==> src/rtl/dtq_pkg.sv <==
package dtq_pkg;

  typedef enum logic [1:0] {
    RSP_ACCEPT = 2'd0,
    RSP_RETRY  = 2'd1,
    RSP_DONE   = 2'd2,
    RSP_ABORT  = 2'd3
  } rsp_e;

  typedef enum logic [1:0] {
    ST_FREE   = 2'd0,
    ST_QUEUED = 2'd1,
    ST_ISSUED = 2'd2,
    ST_READY  = 2'd3
  } ent_st_e;

  function automatic logic cmd_posted(input logic [3:0] c);
    return (c == 4'b0111) || (c == 4'b1111);
  endfunction

  function automatic logic cmd_dly_write(input logic [3:0] c);
    return (c == 4'b0011) || (c == 4'b1011);
  endfunction

endpackage

==> src/rtl/dtq_fifo.sv <==
module dtq_fifo #(
  parameter int W     = 8,
  parameter int DEPTH = 4
) (
  input  logic                         clk,
  input  logic                         rst_n,
  input  logic                         push,
  input  logic [W-1:0]                 din,
  input  logic                         pop,
  output logic [W-1:0]                 dout,
  output logic                         empty,
  output logic                         full,
  output logic [$clog2(DEPTH+1)-1:0]   count
);
  localparam int PW = (DEPTH > 1) ? $clog2(DEPTH) : 1;
  localparam int CW = $clog2(DEPTH + 1);

  logic [W-1:0]  mem [DEPTH];
  logic [PW-1:0] rd_ptr, wr_ptr;
  logic [CW-1:0] cnt;
  logic          do_push, do_pop;

  assign full    = (cnt == CW'(DEPTH));
  assign empty   = (cnt == '0);
  assign do_push = push && !full;
  assign do_pop  = pop && !empty;
  assign dout    = mem[rd_ptr];
  assign count   = cnt;

  always_ff @(posedge clk) begin
    if (do_push) mem[wr_ptr] <= din;
  end

  always_ff @(posedge clk) begin
    if (!rst_n) begin
      rd_ptr <= '0;
      wr_ptr <= '0;
      cnt    <= '0;
    end else begin
      if (do_push) wr_ptr <= (wr_ptr == PW'(DEPTH - 1)) ? '0 : wr_ptr + 1'b1;
      if (do_pop)  rd_ptr <= (rd_ptr == PW'(DEPTH - 1)) ? '0 : rd_ptr + 1'b1;
      cnt <= cnt + CW'(do_push) - CW'(do_pop);
    end
  end

  // a stalled head keeps its contents
  assert_head_hold_R1: assert property (@(posedge clk) disable iff (!rst_n)
    (!empty && !pop) |=> (!empty && $stable(dout)));

endmodule

==> src/rtl/dtq_entry.sv <==
module dtq_entry
  import dtq_pkg::*;
#(
  parameter int AW      = 32,
  parameter int DW      = 32,
  parameter int OW      = 3,
  parameter int DISCARD = 1024
) (
  input  logic          clk,
  input  logic          rst_n,
  input  logic          alloc,
  input  logic [3:0]    a_cmd,
  input  logic [AW-1:0] a_addr,
  input  logic [3:0]    a_be,
  input  logic [DW-1:0] a_wdata,
  input  logic [OW-1:0] a_older,
  input  logic          pw_pop,
  input  logic          issue,
  input  logic          cpl,
  input  logic          cpl_ok,
  input  logic [DW-1:0] cpl_rdata,
  input  logic          release_i,
  output ent_st_e       st,
  output logic [3:0]    cmd,
  output logic [AW-1:0] addr,
  output logic [3:0]    be,
  output logic [DW-1:0] wdata,
  output logic [DW-1:0] rdata,
  output logic          ok,
  output logic          older_zero,
  output logic          expire
);
  localparam int CNW = (DISCARD > 1) ? $clog2(DISCARD) : 1;

  logic [CNW-1:0] age;
  logic [OW-1:0]  older;

  assign older_zero = (older == '0);

  always_ff @(posedge clk) begin
    if (!rst_n) begin
      st     <= ST_FREE;
      age    <= '0;
      older  <= '0;
      expire <= 1'b0;
      cmd    <= '0;
      addr   <= '0;
      be     <= '0;
      wdata  <= '0;
      rdata  <= '0;
      ok     <= 1'b0;
    end else begin
      expire <= 1'b0;
      if (pw_pop && older != '0) older <= older - 1'b1;
      unique case (st)
        ST_FREE: if (alloc) begin
          st    <= ST_QUEUED;
          cmd   <= a_cmd;
          addr  <= a_addr;
          be    <= a_be;
          wdata <= a_wdata;
          older <= a_older;
        end
        ST_QUEUED: if (issue) st <= ST_ISSUED;
        ST_ISSUED: if (cpl) begin
          st    <= ST_READY;
          rdata <= cpl_rdata;
          ok    <= cpl_ok;
          age   <= '0;
        end
        ST_READY: begin
          if (release_i) st <= ST_FREE;
          else if (age == CNW'(DISCARD - 1)) begin
            st     <= ST_FREE;
            expire <= 1'b1;
          end else age <= age + 1'b1;
        end
        default: st <= ST_FREE;
      endcase
    end
  end

  // a drop only ever follows a held completion
  assert_expire_from_ready_R10: assert property (@(posedge clk) disable iff (!rst_n)
    expire |-> (st == ST_FREE && $past(st == ST_READY)));

endmodule

==> src/rtl/dtq_bridge_queue.sv <==
module dtq_bridge_queue
  import dtq_pkg::*;
#(
  parameter int AW       = 32,
  parameter int DW       = 32,
  parameter int NQ       = 4,
  parameter int PW_DEPTH = 4,
  parameter int DISCARD  = 1024
) (
  input  logic                  clk,
  input  logic                  rst_n,
  input  logic                  init_valid,
  input  logic [3:0]            init_cmd,
  input  logic [AW-1:0]         init_addr,
  input  logic [3:0]            init_be,
  input  logic [DW-1:0]         init_wdata,
  output logic                  rsp_valid,
  output logic [1:0]            rsp_code,
  output logic [DW-1:0]         rsp_rdata,
  output logic                  pw_valid,
  input  logic                  pw_ready,
  output logic                  pw_inval,
  output logic [AW-1:0]         pw_addr,
  output logic [3:0]            pw_be,
  output logic [DW-1:0]         pw_data,
  output logic                  dr_valid,
  input  logic                  dr_ready,
  output logic [$clog2(NQ)-1:0] dr_tag,
  output logic [3:0]            dr_cmd,
  output logic [AW-1:0]         dr_addr,
  output logic [3:0]            dr_be,
  output logic [DW-1:0]         dr_wdata,
  input  logic                  cp_valid,
  input  logic [$clog2(NQ)-1:0] cp_tag,
  input  logic                  cp_ok,
  input  logic [DW-1:0]         cp_rdata,
  output logic                  discard_pulse
);
  localparam int TW  = $clog2(NQ);
  localparam int PCW = $clog2(PW_DEPTH + 1);
  localparam int PWW = 1 + AW + 4 + DW;

  // ---------------- posted path ----------------
  logic           is_posted, pw_push, pw_pop, pw_empty, pw_full;
  logic [PCW-1:0] pw_count;
  logic [PWW-1:0] pw_dout;

  assign is_posted = cmd_posted(init_cmd);
  assign pw_push   = init_valid && is_posted && !pw_full;
  assign pw_valid  = !pw_empty;
  assign pw_pop    = pw_valid && pw_ready;
  assign {pw_inval, pw_addr, pw_be, pw_data} = pw_dout;

  dtq_fifo #(.W(PWW), .DEPTH(PW_DEPTH)) u_pw_fifo (
    .clk(clk), .rst_n(rst_n),
    .push(pw_push), .din({init_cmd[3], init_addr, init_be, init_wdata}),
    .pop(pw_pop), .dout(pw_dout),
    .empty(pw_empty), .full(pw_full), .count(pw_count)
  );

  // ---------------- delayed table ----------------
  ent_st_e       e_st    [NQ];
  logic [3:0]    e_cmd   [NQ];
  logic [AW-1:0] e_addr  [NQ];
  logic [3:0]    e_be    [NQ];
  logic [DW-1:0] e_wdata [NQ];
  logic [DW-1:0] e_rdata [NQ];
  logic [NQ-1:0] e_ok, e_oz, e_expire, hit_vec;

  logic          any_hit, have_free, alloc, hit_ready, dr_pop, ord_empty, ord_full;
  logic [TW-1:0] hit_idx, free_idx, ord_head;
  logic [PCW-1:0] alloc_older;

  always_comb begin
    for (int i = 0; i < NQ; i++)
      hit_vec[i] = init_valid && !is_posted && e_st[i] != ST_FREE &&
                   e_cmd[i] == init_cmd && e_addr[i] == init_addr && e_be[i] == init_be;
  end

  always_comb begin
    any_hit   = 1'b0;
    hit_idx   = '0;
    have_free = 1'b0;
    free_idx  = '0;
    for (int i = NQ - 1; i >= 0; i--) begin
      if (hit_vec[i]) begin
        any_hit = 1'b1;
        hit_idx = TW'(i);
      end
      if (e_st[i] == ST_FREE) begin
        have_free = 1'b1;
        free_idx  = TW'(i);
      end
    end
  end

  // reads wait for older posted writes; delayed writes do not
  assign hit_ready   = any_hit && e_st[hit_idx] == ST_READY &&
                       (cmd_dly_write(init_cmd) || e_oz[hit_idx]);
  assign alloc       = init_valid && !is_posted && !any_hit && have_free;
  assign alloc_older = pw_count - PCW'(pw_pop);
  assign dr_valid    = !ord_empty;
  assign dr_pop      = dr_valid && dr_ready;

  dtq_fifo #(.W(TW), .DEPTH(NQ)) u_order (
    .clk(clk), .rst_n(rst_n),
    .push(alloc), .din(free_idx),
    .pop(dr_pop), .dout(ord_head),
    .empty(ord_empty), .full(ord_full), .count()
  );

  for (genvar g = 0; g < NQ; g++) begin : g_ent
    dtq_entry #(.AW(AW), .DW(DW), .OW(PCW), .DISCARD(DISCARD)) u_ent (
      .clk(clk), .rst_n(rst_n),
      .alloc(alloc && free_idx == TW'(g)),
      .a_cmd(init_cmd), .a_addr(init_addr), .a_be(init_be), .a_wdata(init_wdata),
      .a_older(alloc_older), .pw_pop(pw_pop),
      .issue(dr_pop && ord_head == TW'(g)),
      .cpl(cp_valid && cp_tag == TW'(g)), .cpl_ok(cp_ok), .cpl_rdata(cp_rdata),
      .release_i(hit_ready && hit_idx == TW'(g)),
      .st(e_st[g]), .cmd(e_cmd[g]), .addr(e_addr[g]), .be(e_be[g]),
      .wdata(e_wdata[g]), .rdata(e_rdata[g]), .ok(e_ok[g]),
      .older_zero(e_oz[g]), .expire(e_expire[g])
    );
  end

  assign dr_tag   = ord_head;
  assign dr_cmd   = e_cmd[ord_head];
  assign dr_addr  = e_addr[ord_head];
  assign dr_be    = e_be[ord_head];
  assign dr_wdata = e_wdata[ord_head];

  // ---------------- initiator response ----------------
  rsp_e          rsp_n;
  logic [DW-1:0] rdata_n;

  always_comb begin
    rsp_n   = RSP_RETRY;
    rdata_n = '0;
    if (is_posted) rsp_n = pw_full ? RSP_RETRY : RSP_ACCEPT;
    else if (hit_ready) begin
      rsp_n   = e_ok[hit_idx] ? RSP_DONE : RSP_ABORT;
      rdata_n = e_rdata[hit_idx];
    end
  end

  always_ff @(posedge clk) begin
    if (!rst_n) begin
      rsp_valid     <= 1'b0;
      rsp_code      <= RSP_ACCEPT;
      rsp_rdata     <= '0;
      discard_pulse <= 1'b0;
    end else begin
      rsp_valid     <= init_valid;
      rsp_code      <= rsp_n;
      rsp_rdata     <= rdata_n;
      discard_pulse <= |e_expire;
    end
  end

  // a request never matches two entries
  assert_single_match_R6: assert property (@(posedge clk) disable iff (!rst_n)
    $onehot0(hit_vec));
  // the delayed stream holds its payload under back-pressure
  assert_dr_hold_R8: assert property (@(posedge clk) disable iff (!rst_n)
    (dr_valid && !dr_ready) |=> (dr_valid && $stable(dr_tag) && $stable(dr_addr) && $stable(dr_cmd)));
  // every response follows a request by one cycle
  assert_rsp_follows_req_R12: assert property (@(posedge clk) disable iff (!rst_n)
    rsp_valid |-> $past(init_valid));
  // the order queue never overflows
  assert_no_overflow_R7: assert property (@(posedge clk) disable iff (!rst_n)
    alloc |-> !ord_full);

endmodule

==> config.mk <==
export PLATFORM = sky130hd
export DESIGN_NAME = dtq_bridge_queue
export DESIGN_NICKNAME = d
export VERILOG_FILES = /design/src/rtl/dtq_pkg.sv /design/src/rtl/dtq_fifo.sv /design/src/rtl/dtq_entry.sv /design/src/rtl/dtq_bridge_queue.sv
export SDC_FILE = /design/constraint.sdc
export NUM_CORES = 2
export LEC_CHECK = 0
export BUFFER_PORTS_ARGS = -buffer_cell sky130_fd_sc_hd__buf_2
export CORE_AREA = 3 3 351 353
export CTS_CLUSTER_DIAMETER = 80
export DETAILED_ROUTE_END_ITERATION = 10
export DIE_AREA = 0 0 354 356
export GPL_ROUTABILITY_DRIVEN = 0
export PLACE_DENSITY = 0.5
export SLEW_MARGIN = 30
export SYNTH_ARGS = -nofsm -noshare
export SYNTH_HDL_FRONTEND = slang
export SYNTH_HIERARCHICAL = 1
export SYNTH_SLANG_ARGS = --single-unit
==> constraint.sdc <==
create_clock -name clk -period 3.3 [get_ports clk]
set_input_delay 0 -clock clk [delete_from_list [all_inputs] [get_ports clk]]
set_output_delay 0 -clock clk [all_outputs]
set_load 0.01 [all_outputs]
==> metrics.md <==
| Metric | Value |
|---|---|
| Clk slew on worst S/H paths | `0.06 ns` |
| Hold Crit Class | `primary input to flip-flop` |
| First-pass GRT wire length | `178 mm` |
| Largest net degree at the start of global routing | `190` |
| Worst r2r dst | `g_ent[0].u_ent/age[5]$_SDFFE_PN0P_` |
| Largest cells by area after synthesis | `dfxtp_1, edfxtp_1, nand2_1` |
| Final period util | `1.07` |
| Antenna violations before repair | `7` |
| CP arrival | `4.08 ns` |
| Max-slew violations | `0` |
| CP Data Required Time | `3.85 ns` |
| P_leak | `0.0169 µW` |
| P&R area growth vs syn | `31.2%` |
| Power density cells | `590 nW/µm²` |
| Die Y | `356 µm` |
| Worst ir drop on vdd | `403 µV` |
| Post-DRT Antenna Nets | `0` |
| Syn_nets | `3468` |
| Number of global-route vias before repair | `27.6k` |
| Most frequent CP cell | `or4_4` |
| Mapped Area | `36000 µm²` |
| Share of cells above drive strength 1 | `0.276` |
| Clk_skew | `0.0384 ns` |
| Origin of the critical flop-to-flop path | `g_ent[1].u_ent/addr[18]$_SDFFE_PN0P_` |
| Fmax | `283 MHz` |
| Slew margin rel. | `0.132` |
| Placed insts | `5384` |
| Avg Cell Area, Syn | `10.9 µm²` |
| Final net count | `4167` |
| Row count | `127` |
| # setup viols final | `41` |
| Clock Latency Late Sink | `0.69 ns` |
| DRC violations left | `0` |
| Synth top cells by count | `nand2_1, dfxtp_1, a21boi_0, edfxtp_1, clkbuf_1` |
| Layout Cells excl Fill | `5702` |
| Final critical-path required period | `3.53 ns` |
| Via density | `4.83` |
| Worst reg-to-reg path cell count | `11` |
| Total congestion overflow | `0` |
| CTS Buffer Depth | `3` |
| Total number of vias | `27.5k` |
| Status | `finished with violations` |
| Pre-antenna DRT Iters | `8` |
| Port-buffer cells | `293` |
| Crit-path slowest cell | `or4_4` |
| Place WS | `-0.482 ns` |
| Clock root cell | `clkbuf_16` |
| Yosys warns | `6` |
| Wire per inst | `20.8 µm` |
| Main synth FF type | `dfxtp_1` |
| Crit-path max FO | `6` |
| Fin. Hold Viols | `0` |
| CTS Buf Count | `94` |
| I/O pins | `294` |
| Worst setup margin | `-0.230 ns` |
| Cells after synthesis | `3309` |
| Critical setup path kind | `flip-flop to flip-flop` |
| Register Area | `19300 µm²` |
| EDFF count, synth | `284` |
| Failing checks | `negative setup slack` |
| Chip width | `354 µm` |
| RSZ-0062 raised after global routing | `true` |
| Count of cell types in the netlist | `69` |
| Maxcap violations | `0` |
| Ordered cell list for the critical path | `xor2_2, a221o_1, or4_4, or4_4, o21ai_4, a31oi_4, o2bb2ai_4, nor2b_2, a211o_4, o21a_1, a221o_2` |
| Total core area | `120000 µm²` |
| Crit end category | `flip-flop` |
| Largest stage delay, worst path | `0.60 ns` |
| Final HPWL DP | `77.5 mm` |
| Synth area leader | `dfxtp_1` |
| Num Clock Sinks | `822` |
| Die area | `126000 µm²` |
| Post-synthesis sequential area ratio | `0.536` |
| H-tree levels | `3` |
| Final wirelength | `119 mm` |
| Starting DRT DRC Count | `1981` |
| Initial core utilization | `0.300` |
| Synthesized flop and latch total | `822` |
| Ys async rst share | `0` |
| CTS tree | `built` |
| Worst Tran Pin Value | `1.29 ns` |
| Most frequent cell after synthesis | `nand2_1` |
| WHS Path Cells | `5` |
| GRT Total Usage | `0.185` |
| # fillers | `11.7k` |
| Top cell type's share of synthesized area | `0.299` |
| Hold_sp | `pw_ready` |
| Flop2flop setup slack | `-0.23 ns` |
| Critical Path Start Type | `flip-flop` |
| Footprint of the multi-input gates | `16300 µm²` |
worst max-delay path, delay by kind of cell (launching register included):
kind | cells | cell delay (ns)
compound gates | 7 | 1.77
simple gates | 3 | 1.17
flops | 1 | 0.33
xor+xnor | 1 | 0.16
cells by family (layout without fill, tap and decap cells):
| group | after synthesis | after routing | share of synthesized area |
|---|---|---|---|
| flops | 822 | 822 | 0.536 |
| mux | 157 | 157 | 0.0934 |
| xor+xnor | 160 | 160 | 0.0389 |
| fa+ha+maj | 46 | 46 | 0.0164 |
| compound gates | 633 | 633 | 0.135 |
| buf+inv | 263 | 1041 | 0.0308 |
| simple gates | 1228 | 1228 | 0.150 |
| other cells | 0 | 3 | 0 |
worst max path at each step:
stage / startpoint / end / slack, ns
after floorplan: g_ent[1].u_ent/addr[18]$_SDFFE_PN0P_ / g_ent[1].u_ent/age[5]$_SDFFE_PN0P_ / -0.009
after global placement: init_cmd[0] / g_ent[0].u_ent/age[5]$_SDFFE_PN0P_ / -0.43
after detailed placement: init_cmd[0] / g_ent[0].u_ent/age[5]$_SDFFE_PN0P_ / -0.48
after CTS: g_ent[1].u_ent/addr[26]$_SDFFE_PN0P_ / g_ent[3].u_ent/age[5]$_SDFFE_PN0P_ / -0.20
after global routing: g_ent[1].u_ent/addr[18]$_SDFFE_PN0P_ / g_ent[3].u_ent/age[5]$_SDFFE_PN0P_ / -0.31
final: g_ent[1].u_ent/addr[18]$_SDFFE_PN0P_ / g_ent[0].u_ent/age[5]$_SDFFE_PN0P_ / -0.23
flip-flops by register name (all words and copies together), names as in the netlist, 12 cells and up, named ones only:
signal,count
u_pw_fifo/mem,276
g_ent.u_ent/addr,128
g_ent.u_ent/rdata,128
g_ent.u_ent/wdata,128
g_ent.u_ent/age,40
rsp_rdata,32
g_ent.u_ent/be,16
g_ent.u_ent/cmd,16
g_ent.u_ent/older,12
report_power, final:
group	internal, µW	switching (µW)	total (µW)
combinational	2490	3390	5880
sequential	11000	318	11300
clock	6310	4390	10700
total	19800	8100	27900
cell usage in the layout, fill, tap and decap left out, types with 14 or more instances in the layout:
master,n
a21boi_0,420
inv_1,47
dfxtp_1,530
nand3_1,26
nor3_1,19
nand4_1,27
xnor2_1,92
buf_6,14
edfxtp_1,284
clkbuf_16,96
clkbuf_1,24
nor2b_1,22
clkbuf_8,14
o211ai_1,17
buf_4,355
mux4_2,141
nor2_1,33
dlygate4sd3_1,113
xor2_1,57
a222oi_1,32
buf_2,292
and2_1,27
a211oi_1,31
ha_1,42
buf_12,40
nand2_1,943
per-stage QoR:
step / cell area (µm²) / TNS, ns / power (µW) / hold slack (ns) / utilization
6_report: 47200 / -4.14 / 27900 / 0.0392 / 0.393
5_1_grt: 47200 / -9.25 / 29100 / 0.0747 / 0.393
4_1_cts: 46900 / -3.53 / 28200 / 0.00214 / 0.391
3_5_place_dp: 42100 / -15.81 / 17200 / 0.296 / 0.351
3_3_place_gp: 42100 / -15.27 / 17100 / 0.288 / 0.351
2_1_floorplan: 36100 / -0.0314 / 14300 / 0.0989 / -
cell type report:
cell class,instances,share of cell area
multi-input cells,2224,0.345
well taps,1612,0.0427
flip-flops and latches,822,0.409
clock inverters,41,0.0101
clock buffers,134,0.0568
diodes,3,0.000159
inverters,49,0.00389
repair buffers,817,0.132
repair_timing:
action                                 in CTS  in global routing
endpoints found under the hold margin     724                  0
cloned                                      0                  0
hold buffers                              114                  0
setup endpoints to repair                  90                138
pin swaps                                  32                 33
setup buffers                              19                 12
resized for setup                          85                 52
routing by layer:
| layer | wire length [µm] | global-route usage | vias to the layer above | part of all wire |
|---|---|---|---|---|
| li1 | - | - | 13200 | - |
| met1 | 53500 | 0.250 | 13600 | 0.45 |
| met2 | 56200 | 0.306 | 662 | 0.47 |
| met3 | 6740 | 0.0334 | 120 | 0.057 |
| met4 | 2100 | 0.0446 | 0 | 0.018 |
| met5 | 0 | 0 | - | 0 |
No activity file was read; power rests on OpenSTA's default activity.
